$ cat src/rtl/pctl_pkg.sv
package pctl_pkg;

    typedef enum logic [1:0] {
        DIR_IDLE  = 2'd0,
        DIR_WRITE = 2'd1,
        DIR_READ  = 2'd2
    } port_dir_t;

    typedef struct packed {
        logic fifo_wr;
        logic fifo_rd;
        logic mbx_wr;
        logic mbx_rd;
    } port_op_t;

    localparam port_op_t OP_NONE = '{fifo_wr: 1'b0, fifo_rd: 1'b0, mbx_wr: 1'b0, mbx_rd: 1'b0};

    function automatic port_dir_t port_dir(input logic cs_n, input logic rw, input logic wr_level);
        if (cs_n)
            return DIR_IDLE;
        return (rw == wr_level) ? DIR_WRITE : DIR_READ;
    endfunction

    function automatic port_op_t decode_op(
        input port_dir_t dir,
        input logic      en,
        input logic      mb,
        input logic      in_rdy,
        input logic      out_rdy,
        input logic      mbx_empty
    );
        port_op_t op;
        op = OP_NONE;
        if (en) begin
            unique case (dir)
                DIR_WRITE: begin
                    op.fifo_wr = !mb && in_rdy;
                    op.mbx_wr  = mb && mbx_empty;
                end
                DIR_READ: begin
                    op.fifo_rd = !mb && out_rdy;
                    op.mbx_rd  = mb;
                end
                default: op = OP_NONE;
            endcase
        end
        return op;
    endfunction

endpackage

$ cat src/rtl/pctl_decode.sv
module pctl_decode
    import pctl_pkg::*;
#(
    parameter logic WR_LEVEL = 1'b0
) (
    input  logic     cs_n,
    input  logic     rw_sel,
    input  logic     en,
    input  logic     mb_sel,
    input  logic     in_rdy,
    input  logic     out_rdy,
    input  logic     mbx_empty,
    output port_op_t op,
    output logic     drive
);
    port_dir_t dir;

    always_comb begin
        dir   = port_dir(cs_n, rw_sel, WR_LEVEL);
        op    = decode_op(dir, en, mb_sel, in_rdy, out_rdy, mbx_empty);
        drive = (dir == DIR_READ);
    end
endmodule

$ cat src/rtl/pctl_strobe_reg.sv
module pctl_strobe_reg
    import pctl_pkg::*;
#(
    parameter int unsigned DATA_W = 36
) (
    input  logic              clk,
    input  logic              rst,
    input  port_op_t          op_d,
    input  logic [DATA_W-1:0] wdata_d,
    output port_op_t          op_q,
    output logic [DATA_W-1:0] wdata_q
);
    always_ff @(posedge clk) begin
        if (rst) begin
            op_q    <= OP_NONE;
            wdata_q <= '0;
        end else begin
            op_q <= op_d;
            if (op_d.fifo_wr)
                wdata_q <= wdata_d;
        end
    end
endmodule

$ cat src/rtl/pctl_mailbox.sv
module pctl_mailbox #(
    parameter int unsigned DATA_W = 36
) (
    input  logic              clk,
    input  logic              rst,
    input  logic              load,
    input  logic [DATA_W-1:0] load_data,
    input  logic              release_i,
    output logic [DATA_W-1:0] mail_q,
    output logic              full_n
);
    always_ff @(posedge clk) begin
        if (rst) begin
            mail_q <= '0;
            full_n <= 1'b1;
        end else if (load) begin
            mail_q <= load_data;
            full_n <= 1'b0;
        end else if (release_i) begin
            full_n <= 1'b1;
        end
    end
endmodule

$ cat src/rtl/pctl_port.sv
module pctl_port
    import pctl_pkg::*;
#(
    parameter int unsigned DATA_W   = 36,
    parameter logic        WR_LEVEL = 1'b0
) (
    input  logic              clk,
    input  logic              rst,
    input  logic              cs_n,
    input  logic              rw_sel,
    input  logic              en,
    input  logic              mb_sel,
    input  logic              in_rdy,
    input  logic              out_rdy,
    input  logic [DATA_W-1:0] bus_in,
    input  logic [DATA_W-1:0] fifo_q,
    input  logic [DATA_W-1:0] mail_in_q,
    input  logic              peer_mbx_rd,
    output logic [DATA_W-1:0] dout,
    output logic              dout_oe,
    output logic              fifo_wr,
    output logic [DATA_W-1:0] fifo_wdata,
    output logic              fifo_rd,
    output logic              mbx_wr,
    output logic              mbx_rd,
    output logic [DATA_W-1:0] mail_out_q,
    output logic              mail_out_full_n
);
    port_op_t op_now;
    port_op_t op_reg;
    logic     drive;

    pctl_decode #(.WR_LEVEL(WR_LEVEL)) u_dec (
        .cs_n      (cs_n),
        .rw_sel    (rw_sel),
        .en        (en),
        .mb_sel    (mb_sel),
        .in_rdy    (in_rdy),
        .out_rdy   (out_rdy),
        .mbx_empty (mail_out_full_n),
        .op        (op_now),
        .drive     (drive)
    );

    pctl_strobe_reg #(.DATA_W(DATA_W)) u_stb (
        .clk     (clk),
        .rst     (rst),
        .op_d    (op_now),
        .wdata_d (bus_in),
        .op_q    (op_reg),
        .wdata_q (fifo_wdata)
    );

    pctl_mailbox #(.DATA_W(DATA_W)) u_mbx (
        .clk       (clk),
        .rst       (rst),
        .load      (op_now.mbx_wr),
        .load_data (bus_in),
        .release_i (peer_mbx_rd),
        .mail_q    (mail_out_q),
        .full_n    (mail_out_full_n)
    );

    assign dout_oe = drive;
    assign dout    = mb_sel ? mail_in_q : fifo_q;
    assign fifo_wr = op_reg.fifo_wr;
    assign fifo_rd = op_reg.fifo_rd;
    assign mbx_wr  = op_reg.mbx_wr;
    assign mbx_rd  = op_reg.mbx_rd;
endmodule

$ cat config.mk
export PLATFORM = sky130hd
export DESIGN_NAME = pctl_port
export DESIGN_NICKNAME = d
export VERILOG_FILES = /design/src/rtl/pctl_pkg.sv /design/src/rtl/pctl_decode.sv /design/src/rtl/pctl_strobe_reg.sv /design/src/rtl/pctl_mailbox.sv /design/src/rtl/pctl_port.sv
export SDC_FILE = /design/constraint.sdc
export NUM_CORES = 1
export LEC_CHECK = 0
export BUFFER_PORTS_ARGS = -buffer_cell sky130_fd_sc_hd__buf_2
export CORE_AREA = 3 3 72 125
export CTS_BUF_LIST = sky130_fd_sc_hd__clkbuf_8
export DETAILED_ROUTE_END_ITERATION = 10
export DIE_AREA = 0 0 75 128
export PLACE_DENSITY = 0.9
export SYNTH_ARGS = -nofsm -noshare
export SYNTH_HDL_FRONTEND = slang
export SYNTH_SLANG_ARGS = --single-unit
$ cat constraint.sdc
create_clock -name clk -period 2.4 [get_ports clk]
set_input_delay 0.12 -clock clk [delete_from_list [all_inputs] [get_ports clk]]
set_output_delay 0.12 -clock clk [all_outputs]
set_load 0.03 [all_outputs]
**Word-level counts from Yosys, hierarchy flattened**

Index checks and enable logic that the tools add are counted.

- $add $sub $neg: 0
- Multipliers: 0
- Divide/modulo/power cells: 0
- $lt $le $gt $ge: 0
- Equality and inequality tests: 2
- Shift-type cells: 0
- Multiplexer cells: 12
- Bitwise gates (word level): 2
- Reduce and logical (&&, ||, !) cells: 6

Operator list:

| cell | count |
|---|---|
| 36-bit 2-to-1 mux | 1 |
| 1-bit 2-to-1 mux | 7 |
| 2-bit 2-to-1 mux | 3 |
| 4-bit 2-to-1 mux | 1 |
| 1-bit logical AND | 3 |
| 3-bit OR reduction | 1 |
| 2-bit by 1-bit equality test with 1-bit output (second input constant) | 1 |
| 2-bit equality test (second input constant) | 1 |
| 1-bit inverter | 2 |
| 2-bit nonzero test | 1 |
| 1-bit zero test | 1 |

- Bits in registers: 77
- Latch bits: 0
- Bits in writable memories: 0
- ROM bits: 0
- Input bits: 117
- Output and inout port bits: 114
- Logic and storage cells: 29
- Memories: 0

**Logic depth before layout (Yosys ltp)**

Gate-level depths: netlist of the first run.

- Depth after elaboration: 6
- Gate-level depth with buffers: 5
- Gate-level depth less buffers: 3

**Hierarchy**

A second synthesis of the first run with hierarchy kept.

- Cells, all modules: 290
- Area total of the unflattened synthesis: 3384.5 µm²

By module, submodules not included:

| module | times used | cells an instance | area an instance (µm²) | seq. area each (µm²) |
|---|---|---|---|---|
| pctl_strobe_reg | 1 | 124 | 1407.6 | 800.8 |
| pctl_mailbox | 1 | 119 | 1336.3 | 740.7 |
| pctl_port | 1 | 40 | 589.3 | 0.0 |
| pctl_decode | 1 | 7 | 51.3 | 0.0 |

**Least setup slack after synthesis of the first run**

No wires, ideal clock.

- Kind: register to register
- Start point: reg u_mbx.full_n
- End point: reg u_mbx.mail_q[10]
- Setup time: 72 ps
- Arrival: 1505 ps
- Setup slack: 823 ps
- Cell stages (with the launch flop): 5
- Clock period less this slack: 1577 ps
- Cells stage by stage: dfxtp_1 nand2_1 nor3_2 buf_4 mux2i_1

- Cells in the longest elaborated chain, start to end: 3

RTL lines:

| element | RTL line | source |
|---|---|---|
| from (decl) | pctl_mailbox.sv:10 | `output logic full_n` |
| from (signal assigned) | pctl_mailbox.sv:15 | `full_n <= 1'b1;` |
| from (signal assigned) | pctl_mailbox.sv:18 | `full_n <= 1'b0;` |
| from (signal assigned) | pctl_mailbox.sv:20 | `full_n <= 1'b1;` |
| 1-bit logical AND | pctl_pkg.sv:38 | `op.mbx_wr = mb && mbx_empty;` |
| 1-bit 2-to-1 mux | pctl_pkg.sv:35 | `unique case (dir)` |
| 4-bit 2-to-1 mux | pctl_pkg.sv:34 | `if (en) begin` |
| to (signal assigned) | pctl_mailbox.sv:17 | `mail_q <= load_data;` |
| to (decl) | pctl_mailbox.sv:9 | `output logic [DATA_W-1:0] mail_q,` |

No other way between the ends.
A chain may end at the register's enable or synchronous reset.

**Final worst setup path of the first run**

- Start point: reg u_mbx.full_n
- End point: reg u_mbx.mail_q[21]

Same word-level chain as after synthesis.

==> results by group, run 1 <==
Timing
  • Final setup violation count: 0
  • Final period util: 0.666
  • Least-Margin Pin Slew: 0.918 ns
  • Unrepaired setup endpoints after global routing: no
  • Tmin final: 1.60 ns
  • Final slew viol count: 0
  • Sum Neg Setup Slack: 0 ns
  • Fin worst setup slack: 0.800 ns
  • Slew Limit Headroom: 0.388
  • Clock skew: 0.00617 ns
  • Hold Violations, Final: 0
  • Worst hold slack: 0.0381 ns
  • F_max: 625 MHz

GRT
  • Vias in the first global route: 3312
  • Largest net degree at the start of global routing: 76
  • First-pass GRT wire length: 16200 µm
  • GRT Overall Usage: 0.232
  • Gr ovfl total: 0
  • Initial antenna violation count: 14

Setup path
  • RR Startpoint: u_mbx.full_n
  • Crit path from: u_mbx.full_n
  • Critical Path RT: 2.61 ns
  • Critical path, cell by cell: nand2_1 > or3_2 > mux2i_1
  • Critical path start-end classification: register to register
  • Crit path launch type: register
  • Crit end category: register
  • Worst path slowest cell: or3_2
  • CP arrival: 1.81 ns
  • Max stage delay on crit path: 0.76 ns
  • Crit Path Max Fanout: 22

Detailed routing
  • Met1 wire length: 3550 µm
  • # DRC: 0
  • 1st-pass router iterations: 4
  • Met3 WL: 1580 µm
  • Met2 WL: 5910 µm
  • Routed Antenna Nets: 0
  • Number of DRC markers in iteration 0: 120
  • Detailed-route wire length: 11400 µm
  • Vias per inst: 4.96
  • Wire length per cell: 17.6 µm
  • Via count: 3231
  • Max layer used: met5

Synth
  • FF+latch count, synth: 77
  • Cell Area, Synth: 0.00359 mm²
  • Cell count after synthesis: 331
  • Sequential area share after synthesis: 0.429
  • Synthesized Nets: 448
  • Syn avg cell area: 10.9 µm²
  • Yosys cell types: 22
  • Synthesis warning total: 0

Floorplan
  • Die Span Y: 128 µm
  • Die W: 75 µm
  • Die area: 0.00960 mm²
  • Num ports: 231
  • Initial Utilization: 0.448
  • Placement row count: 43
  • Core Region: 0.00802 mm²

CTS
  • Skew-Pair Late Insertion Delay: 0.35 ns
  • CTS H-tree depth: 3
  • Inserted Clock Buffers: 9
  • Clock buffer depth: 2
  • CTS root buf: clkbuf_8
  • Clk sinks: 77
  • Clock slew at reported path FFs: 0.08 ns
  • Post-CTS setup buffer count: 0
  • TritonCTS clock tree: built

Placed design
  • Detailed Place HPWL: 9160 µm
  • IO buf count: 230
  • Dpl ws: 0.614 ns
  • Routability Congestion: 0.780

Layout
  • Final net count: 670
  • Layout cell share with drive strength beyond 1: 0.522
  • Area Overhead vs Synth: 40.0%
  • Finished Core Util: 0.628

Status
  • Status: complete, no violations

Run
  • Max-Cap Viols: 0

Pwr
  • Pwr per Cell Area: 592 mW/mm²
  • Pwr Total: 2.98 mW
  • Leak: 2.60 nW
  • Worst ir drop on vdd: 600 µV

Worst hold path
  • Hold Startpoint: peer_mbx_rd
  • Min-Delay Path Class: input port to register
-- cells in the mapped netlist --
library cell | instances | area [µm²]
nor3_2 | 1 | 10.0
nor3_1 | 1 | 5.00
buf_1 | 2 | 7.51
nand2b_1 | 108 | 676
nand3b_1 | 1 | 7.51
buf_12 | 1 | 20.0
nand2b_4 | 1 | 13.8
nor4b_2 | 1 | 15.0
dfxtp_1 | 77 | 1540
mux2_2 | 36 | 405
clkbuf_1 | 12 | 45.0
and4bb_2 | 1 | 12.5
or4b_1 | 1 | 10.0
nand2_1 | 1 | 3.75
buf_6 | 3 | 33.8
buf_2 | 5 | 25.0
and2b_2 | 1 | 8.76
nor2_1 | 3 | 11.3
buf_4 | 1 | 7.51
o21bai_1 | 1 | 7.51
or3_2 | 1 | 7.51
mux2i_1 | 72 | 721
-- stage by stage --
step / area [µm²] / std cells
global placement: 4780 / 631
floorplan: 3590 / 331
global route: 5030 / 649
detailed placement: 4780 / 631
finish: 5030 / 651
CTS: 5030 / 648
-- placed cells by master, fill, tap and decap left out, types with 3 or more instances in the layout --
master	netlist	layout
bufinv_16	0	3
dfxtp_1	77	77
diode_2	0	3
nand2b_1	108	108
buf_4	1	3
buf_2	5	230
mux2_2	36	36
mux2i_1	72	72
nor2_1	3	3
clkbuf_8	0	9
-- cell families after synthesis --
logic type             share of synthesized area
AO/OA/AOI/OAI                            0.00209
flip-flops                                 0.429
multiplexers                               0.313
buffers and inverters                     0.0386
AND/OR/NAND/NOR                            0.217
-- state kept, by name (all words and copies together), names as in the netlist --
register	cells
u_mbx.full_n	1
u_stb.op_q	4
u_mbx.mail_q	36
u_stb.wdata_q	36
-- report_power, final --
| part | switching (mW) | leakage (nW) | internal [mW] |
|---|---|---|---|
| Sequential | 0.0121 | 0.622 | 1.30 |
| Combinational | 0.291 | 1.85 | 0.220 |
| Clock | 0.470 | 0.121 | 0.687 |
-- final timing paths --
check	to	slack, ns	depth (start not counted)
worst max-delay path	u_mbx.mail_q[21]	0.80	3
worst min-delay path	u_mbx.full_n	0.04	3
worst max register to register	u_mbx.mail_q[21]	0.80	3
worst min register to register	u_stb.wdata_q[26]	0.47	2
-- timing repair --
action / 4_1_cts / 5_1_grt
resized for setup: 0 / 0
endpoints found under the hold margin: 1 / 0
hold buffers: 1 / 0
-- layout make-up --
cell class / instances / area (µm²)
Sequential cell: 77 / 1540
Antenna cell: 3 / 7.51
Multi-Input combinational cell: 230 / 1930
Fill cell: 693 / 2980
Timing Repair Buffer: 235 / 1200
Clock inverter: 7 / 115
Tap cell: 90 / 113
Clock buffer: 9 / 124
-- layer usage --
| metal | global-route usage | up-vias |
|---|---|---|
| met5 | 0 | - |
| met4 | 0.0818 | 22 |
| met3 | 0.163 | 39 |
| met2 | 0.414 | 167 |
| met1 | 0.191 | 1446 |
| li1 | - | 1557 |
-- critical path: cells and delay by family (launching register included) --
| family | cells | cell delay, ns |
|---|---|---|
| DFF | 1 | 0.36 |
| muxes | 1 | 0.21 |
| and+or+nand+nor | 2 | 0.87 |
Power figures use the tool's default switching activity.
==> inputs of run 2 (changes only) <==
--- a/config.mk
+++ b/config.mk
@@ -5,12 +5,13 @@
 export SDC_FILE = /design/constraint.sdc
 export NUM_CORES = 1
 export LEC_CHECK = 0
+export ABC_AREA = 1
 export BUFFER_PORTS_ARGS = -buffer_cell sky130_fd_sc_hd__buf_2
-export CORE_AREA = 3 3 72 125
+export CORE_AREA = 3 3 78 135
 export CTS_BUF_LIST = sky130_fd_sc_hd__clkbuf_8
 export DETAILED_ROUTE_END_ITERATION = 10
-export DIE_AREA = 0 0 75 128
-export PLACE_DENSITY = 0.9
+export DIE_AREA = 0 0 81 138
+export PLACE_DENSITY = 0.87
 export SYNTH_ARGS = -nofsm -noshare
 export SYNTH_HDL_FRONTEND = slang
 export SYNTH_SLANG_ARGS = --single-unit
==> constraint.sdc (replaced) <==
create_clock -name clk -period 1.5 [get_ports clk]
set_input_delay 0.075 -clock clk [delete_from_list [all_inputs] [get_ports clk]]
set_output_delay 0.075 -clock clk [all_outputs]
set_load 0.03 [all_outputs]
==> run 2 against run 1 <==
Cell area grew 13%. Final cell count up 63%. Sequential share of layout area is 3.5 points lower. Clock skew is 0.0033 ns higher. Core utilization fell by 3.1 points. Register-to-register slack lost 0.44 ns. Die area up 16%. Critical path type unchanged.
==> results by group, run 2 <==
Status
  • Status: complete, no violations

Worst hold path
  • Hold Startpoint: cs_n
  • Min-Delay Path Class: input port to register
  • Hold depth: 4

Detailed routing
  • Vias per inst: 4.54
  • Routed Antenna Nets: 0
  • # DRC: 0
  • Wire length per cell: 12.8 µm
  • 1st-pass router iterations: 6
  • Via count: 4813
  • Detailed-route wire length: 13500 µm
  • Number of DRC markers in iteration 0: 209

CTS
  • Inserted Clock Buffers: 9
  • Clock slew at reported path FFs: 0.08 ns
  • Clock buffer depth: 2
  • CTS root buf: clkbuf_8
  • CTS H-tree depth: 3
  • Clk sinks: 77
  • TritonCTS clock tree: built
  • Skew-Pair Late Insertion Delay: 0.36 ns
  • Post-CTS setup buffer count: 0

Pwr
  • Pwr per Cell Area: 819 mW/mm²
  • Leak: 3.48 nW
  • Worst ir drop on vdd: 414 µV
  • Pwr Total: 4.66 mW

Timing
  • Slew Limit Headroom: 0.767
  • Hold Violations, Final: 0
  • Final slew viol count: 0
  • Unrepaired setup endpoints after global routing: no
  • Sum Neg Setup Slack: 0 ns
  • F_max: 881 MHz
  • Final period util: 0.757
  • Clock skew: 0.00952 ns
  • Final setup violation count: 0
  • Worst hold slack: 0.0466 ns
  • Tmin final: 1.13 ns
  • Least-Margin Pin Slew: 0.349 ns
  • Fin worst setup slack: 0.365 ns

Setup path
  • Critical path start-end classification: register to register
  • Critical path, cell by cell: nand2_1 > inv_2 > buf_4 > nand4_1 > nand2_1 > nor2_1
  • Critical Path RT: 1.77 ns
  • Crit path top cell by count: nand2_1
  • CP arrival: 1.40 ns
  • RR Startpoint: u_mbx.full_n
  • Crit end category: register
  • Crit path from: u_mbx.full_n
  • Max stage delay on crit path: 0.35 ns
  • Crit Path Max Fanout: 23
  • Register-to-register setup slack: 0.37 ns
  • Worst path slowest cell: dfxtp_1
  • Worst r2r path cells: 6
  • Crit path launch type: register

Synth
  • Synthesis warning total: 0
  • Synth Area in Adders: 0
  • Ys async rst share: 0
  • Multiplexer share of the synthesized area: 0
  • Simple-Gate Fraction of Synth Area: 0.417
  • Largest cells by area after synthesis: dfxtp_1 37%, nand2_1 23%, inv_1 16%
  • Yosys cell types: 17
  • Leading area contributor after synthesis: dfxtp_1
  • FF+latch count, synth: 77
  • Sequential area share after synthesis: 0.366
  • Cell Area, Synth: 0.00421 mm²
  • Post-synthesis compound-gate area fraction: 0
  • Prevailing post-synth register cell: dfxtp_1
  • Most common cell in the netlist: nand2_1
  • Largest family of logic cells by synthesized area: simple AND/OR/NAND/NOR gates
  • EDFF count, synth: 0
  • Synthesized Nets: 834
  • Syn avg cell area: 5.88 µm²
  • Post-synth top cells: 255 x nand2_1, 184 x inv_1, 77 x dfxtp_1, 77 x nor2_1, 72 x nand4_1
  • Cell count after synthesis: 717
  • Yosys top cell area share: 0.366
  • Xor/xnor share of the synthesized area: 0

Placed design
  • Routability Congestion: 0.853
  • Dpl ws: 0.318 ns
  • Inst Count DP: 1040
  • Detailed Place HPWL: 9890 µm
  • IO buf count: 230
  • Placed Area: 0.00547 mm²

Layout
  • Area Overhead vs Synth: 34.9%
  • Filler cells: 930
  • Final net count: 1049
  • Most frequent cells in the layout: 255 x nand2_1, 230 x buf_2, 184 x inv_1, 77 x nor2_1, 77 x dfxtp_1
  • Post-route cell area: 0.00569 mm²
  • Finished Core Util: 0.597
  • Largest regs: u_mbx.mail_q (36), u_stb.wdata_q (36), u_stb.op_q (4)
  • Layout cell share with drive strength beyond 1: 0.285
  • Fin cells: 1061
  • Most common cell after layout, fill and taps aside: nand2_1

Floorplan
  • Die area: 0.0112 mm²
  • Die Span Y: 138 µm
  • Placement row count: 47
  • Initial Utilization: 0.442
  • Die W: 81 µm
  • Core Region: 0.00953 mm²
  • Num ports: 231

GRT
  • Gr ovfl total: 0
  • Largest net degree at the start of global routing: 74
  • GRT Overall Usage: 0.246
  • Initial antenna violation count: 2
  • Vias in the first global route: 4682
  • First-pass GRT wire length: 21600 µm

Run
  • Max-Cap Viols: 0
run 2: worst paths after layout:
path / to
setup / recovery: u_mbx.mail_q[4]
hold / removal: u_stb.op_q[2]
setup reg to reg: u_mbx.mail_q[4]
hold reg to reg: u_mbx.mail_q[21]
run 2: final cells by class:
| class | count | area, µm² | area share |
|---|---|---|---|
| antenna | 2 | 5.00 | 0.000880 |
| tap | 122 | 153 | 0.0268 |
| clock inverter | 6 | 38.8 | 0.00682 |
| inverter | 186 | 698 | 0.123 |
| sequential | 77 | 1540 | 0.271 |
| clock buffer | 10 | 138 | 0.0242 |
| multi-input combinational | 411 | 1760 | 0.310 |
| timing repair buffer | 247 | 1350 | 0.237 |
run 2: what timing repair did:
action / 4_1_cts / 5_1_grt
hold endpoints to repair: 4 / 0
hold buffers: 3 / 0
gates resized for setup: 0 / 0
run 2: critical path, delay by kind of cell, from the launching register on:
family / cells / cell delay, ns
buf+inv: 2 / 0.36
flops: 1 / 0.35
simple gates: 4 / 0.33
run 2: cell families after synthesis:
| family | after synthesis |
|---|---|
| buf+inv | 229 |
| flops | 77 |
| simple gates | 411 |
run 2: layer usage:
layer  routed length, µm  global-route usage
met2                6900               0.443
met3                1110              0.0566
met4                 424               0.110
met1                5080               0.264
met5                  26                   0
run 2: where the power goes:
group          switching [mW]  leakage [nW]  total, mW  internal (mW)
clock                   0.780        0.0881       1.42          0.639
combinational           0.737          2.77       1.11          0.370
sequential             0.0302         0.624       2.13           2.10
total                    1.55          3.48       4.66           3.11
==> inputs of run 3 (changes only) <==
--- a/config.mk
+++ b/config.mk
@@ -5,13 +5,13 @@
 export SDC_FILE = /design/constraint.sdc
 export NUM_CORES = 1
 export LEC_CHECK = 0
-export ABC_AREA = 1
+export ABC_AREA = 0
 export BUFFER_PORTS_ARGS = -buffer_cell sky130_fd_sc_hd__buf_2
-export CORE_AREA = 3 3 78 135
+export CORE_AREA = 3 3 76 132
 export CTS_BUF_LIST = sky130_fd_sc_hd__clkbuf_8
 export DETAILED_ROUTE_END_ITERATION = 10
-export DIE_AREA = 0 0 81 138
-export PLACE_DENSITY = 0.87
+export DIE_AREA = 0 0 79 135
+export PLACE_DENSITY = 0.86
 export SYNTH_ARGS = -nofsm -noshare
 export SYNTH_HDL_FRONTEND = slang
 export SYNTH_SLANG_ARGS = --single-unit
==> constraint.sdc (replaced) <==
create_clock -name clk -period 1 [get_ports clk]
set_input_delay 0.05 -clock clk [delete_from_list [all_inputs] [get_ports clk]]
set_output_delay 0.05 -clock clk [all_outputs]
set_load 0.03 [all_outputs]
==> run 3 against run 2 <==
The flow now finishes with violations (negative setup slack). Combinational power up 33%. Maximum frequency decreased by 1.4%. Power up 57%. Clock skew rose by 0.0013 ns. Register-to-register slack got worse by 0.52 ns. Die area down 4.6%. Flip-flop and latch count unchanged. Critical path depth fell by 3. Clock-buffer cell count shrank 1. Highest routed layer unchanged.
==> results by group, run 3 (synthesized netlist as in run 1, its figures left out) <==
CTS
  • TritonCTS clock tree: built
  • Clock slew at reported path FFs: 0.07 ns
  • CTS H-tree depth: 3
  • CTS root buf: clkbuf_8
  • Skew-Pair Late Insertion Delay: 0.34 ns
  • Clock buffer depth: 2
  • Clk sinks: 77
  • Inserted Clock Buffers: 9

Layout
  • Most common cell after layout, fill and taps aside: buf_2
  • Layout cell share with drive strength beyond 1: 0.509
  • FF/Latch Area: 0.00155 mm²
  • Multi-input gate area: 0.00198 mm²
  • Post-route cell area: 0.00575 mm²
  • Final net count: 723
  • Area Overhead vs Synth: 60.0%
  • Filler cells: 744
  • Most frequent cells in the layout: 221 x buf_2, 108 x nand2b_1, 76 x dfxtp_1, 72 x mux2i_1
  • Largest regs: u_mbx.mail_q (36), u_stb.wdata_q (36), u_stb.op_q (4)

Placed design
  • Placed Area: 0.00495 mm²
  • IO buf count: 230
  • Detailed Place HPWL: 8830 µm
  • Dpl ws: -0.312 ns
  • Routability Congestion: 0.961

Timing
  • Unrepaired setup endpoints after global routing: yes
  • Tmin final: 1.15 ns
  • Sum Neg Setup Slack: -3.50 ns
  • Fin worst setup slack: -0.151 ns
  • Final slew viol count: 0
  • Final setup violation count: 38
  • Final period util: 1.15
  • Clock skew: 0.0108 ns
  • Hold Violations, Final: 0
  • F_max: 869 MHz
  • Slew Limit Headroom: 0.840
  • Least-Margin Pin Slew: 0.239 ns

Setup path
  • Worst path slowest cell: or3_4
  • Top delay family on crit path: simple AND/OR/NAND/NOR gates
  • Crit path buf inv count: 0
  • Crit end category: register
  • Critical Path RT: 1.23 ns
  • Max stage delay on crit path: 0.46 ns
  • Register-to-register setup slack: -0.15 ns
  • Crit path launch type: register
  • Critical path, cell by cell: nand2_4 > or3_4 > mux2i_1
  • Critical path start-end classification: register to register
  • Crit Path Max Fanout: 5
  • CP arrival: 1.38 ns

Status
  • Violations in the final reports: negative setup slack
  • Status: finished with violations

Pwr
  • Pwr per Cell Area: 1280 mW/mm²
  • Leak: 2.88 nW
  • Worst ir drop on vdd: 1080 µV

Floorplan
  • Die Span Y: 135 µm
  • Placement row count: 46
  • Die W: 79 µm
  • Die area: 0.0107 mm²
  • Core Region: 0.00909 mm²
  • Initial Utilization: 0.395
  • Num ports: 231

GRT
  • Largest net degree at the start of global routing: 79
  • Initial antenna violation count: 1
  • GRT Overall Usage: 0.233
  • Gr ovfl total: 0
  • First-pass GRT wire length: 18800 µm
  • Vias in the first global route: 3658

Detailed routing
  • Via count: 3494
  • Number of DRC markers in iteration 0: 124
  • Vias per inst: 4.78
  • Routed Antenna Nets: 0
  • Wire length per cell: 17.7 µm
  • # DRC: 0
  • 1st-pass router iterations: 4
  • Detailed-route wire length: 12900 µm

Run
  • Max-Cap Viols: 0

Worst hold path
  • Min-Delay Path Class: input port to register
run 3: changes by cell type in the layout (fill, tap and decap cells not counted), sizes merged, moves of 36 or more:
cell / before / now
nand2: 255 / 1
inv: 186 / 1
nand2b: 0 / 109
nor2: 80 / 3
mux2i: 0 / 72
nand4: 72 / 0
mux2: 0 / 36
run 3: area by class of cell:
type                    instances  share of cell area
repair buffers                285               0.321
clock inverters                 5              0.0178
multi-input cells             233               0.344
well taps                     120              0.0261
diodes                          2            0.000870
clock buffers                   9              0.0215
flip-flops and latches         77               0.269
run 3: what timing repair did:
action | CTS | global route
setup endpoints to repair | 74 | 51
hold buffers | 36 | 0
pin swaps | 3 | 4
resized for setup | 13 | 13
endpoints found under the hold margin | 64 | 0
setup buffers | 1 | 1
cloned | 4 | 3
run 3: path summary, 6_finish.rpt:
path,startpoint,end,cells after the start
worst min-delay path,bus_in[30],u_stb.wdata_q[30],3
worst max-delay path,u_mbx.full_n,u_mbx.mail_q[24],3
worst min register to register,u_mbx.mail_q[10],u_mbx.mail_q[10],2
worst max register to register,u_mbx.full_n,u_mbx.mail_q[24],3
run 3: metal layers:
metal | vias to the layer above | GRT usage | part of all wire
li1 | 1663 | - | -
met1 | 1617 | 0.253 | 0.38
met2 | 170 | 0.394 | 0.51
met3 | 42 | 0.0841 | 0.083
met4 | 2 | 0.114 | 0.034
met5 | - | 0 | 0.00085
run 3: power by group:
| part | internal, mW | switching (mW) | leakage, nW |
|---|---|---|---|
| combinational | 0.702 | 0.781 | 2.14 |
| clock | 1.63 | 1.08 | 0.117 |
| sequential | 3.12 | 0.0284 | 0.622 |
run 3: worst min-delay path, delay by kind of cell:
kind / cells / cell delay (ns)
multiplexers: 1 / 0.07
AND/OR/NAND/NOR: 1 / 0.09
buffers and inverters: 1 / 0.10
run 3: metrics by stage:
stage	utilization	power [mW]	hold WS [ns]	std cells
after floorplan	-	3.99	0.194	331
after global placement	0.544	4.47	0.320	670
after detailed placement	0.544	4.50	0.315	670
after CTS	0.621	7.40	0.00217	725
after global routing	0.632	7.62	0.0361	729
final	0.633	7.34	0.0298	731
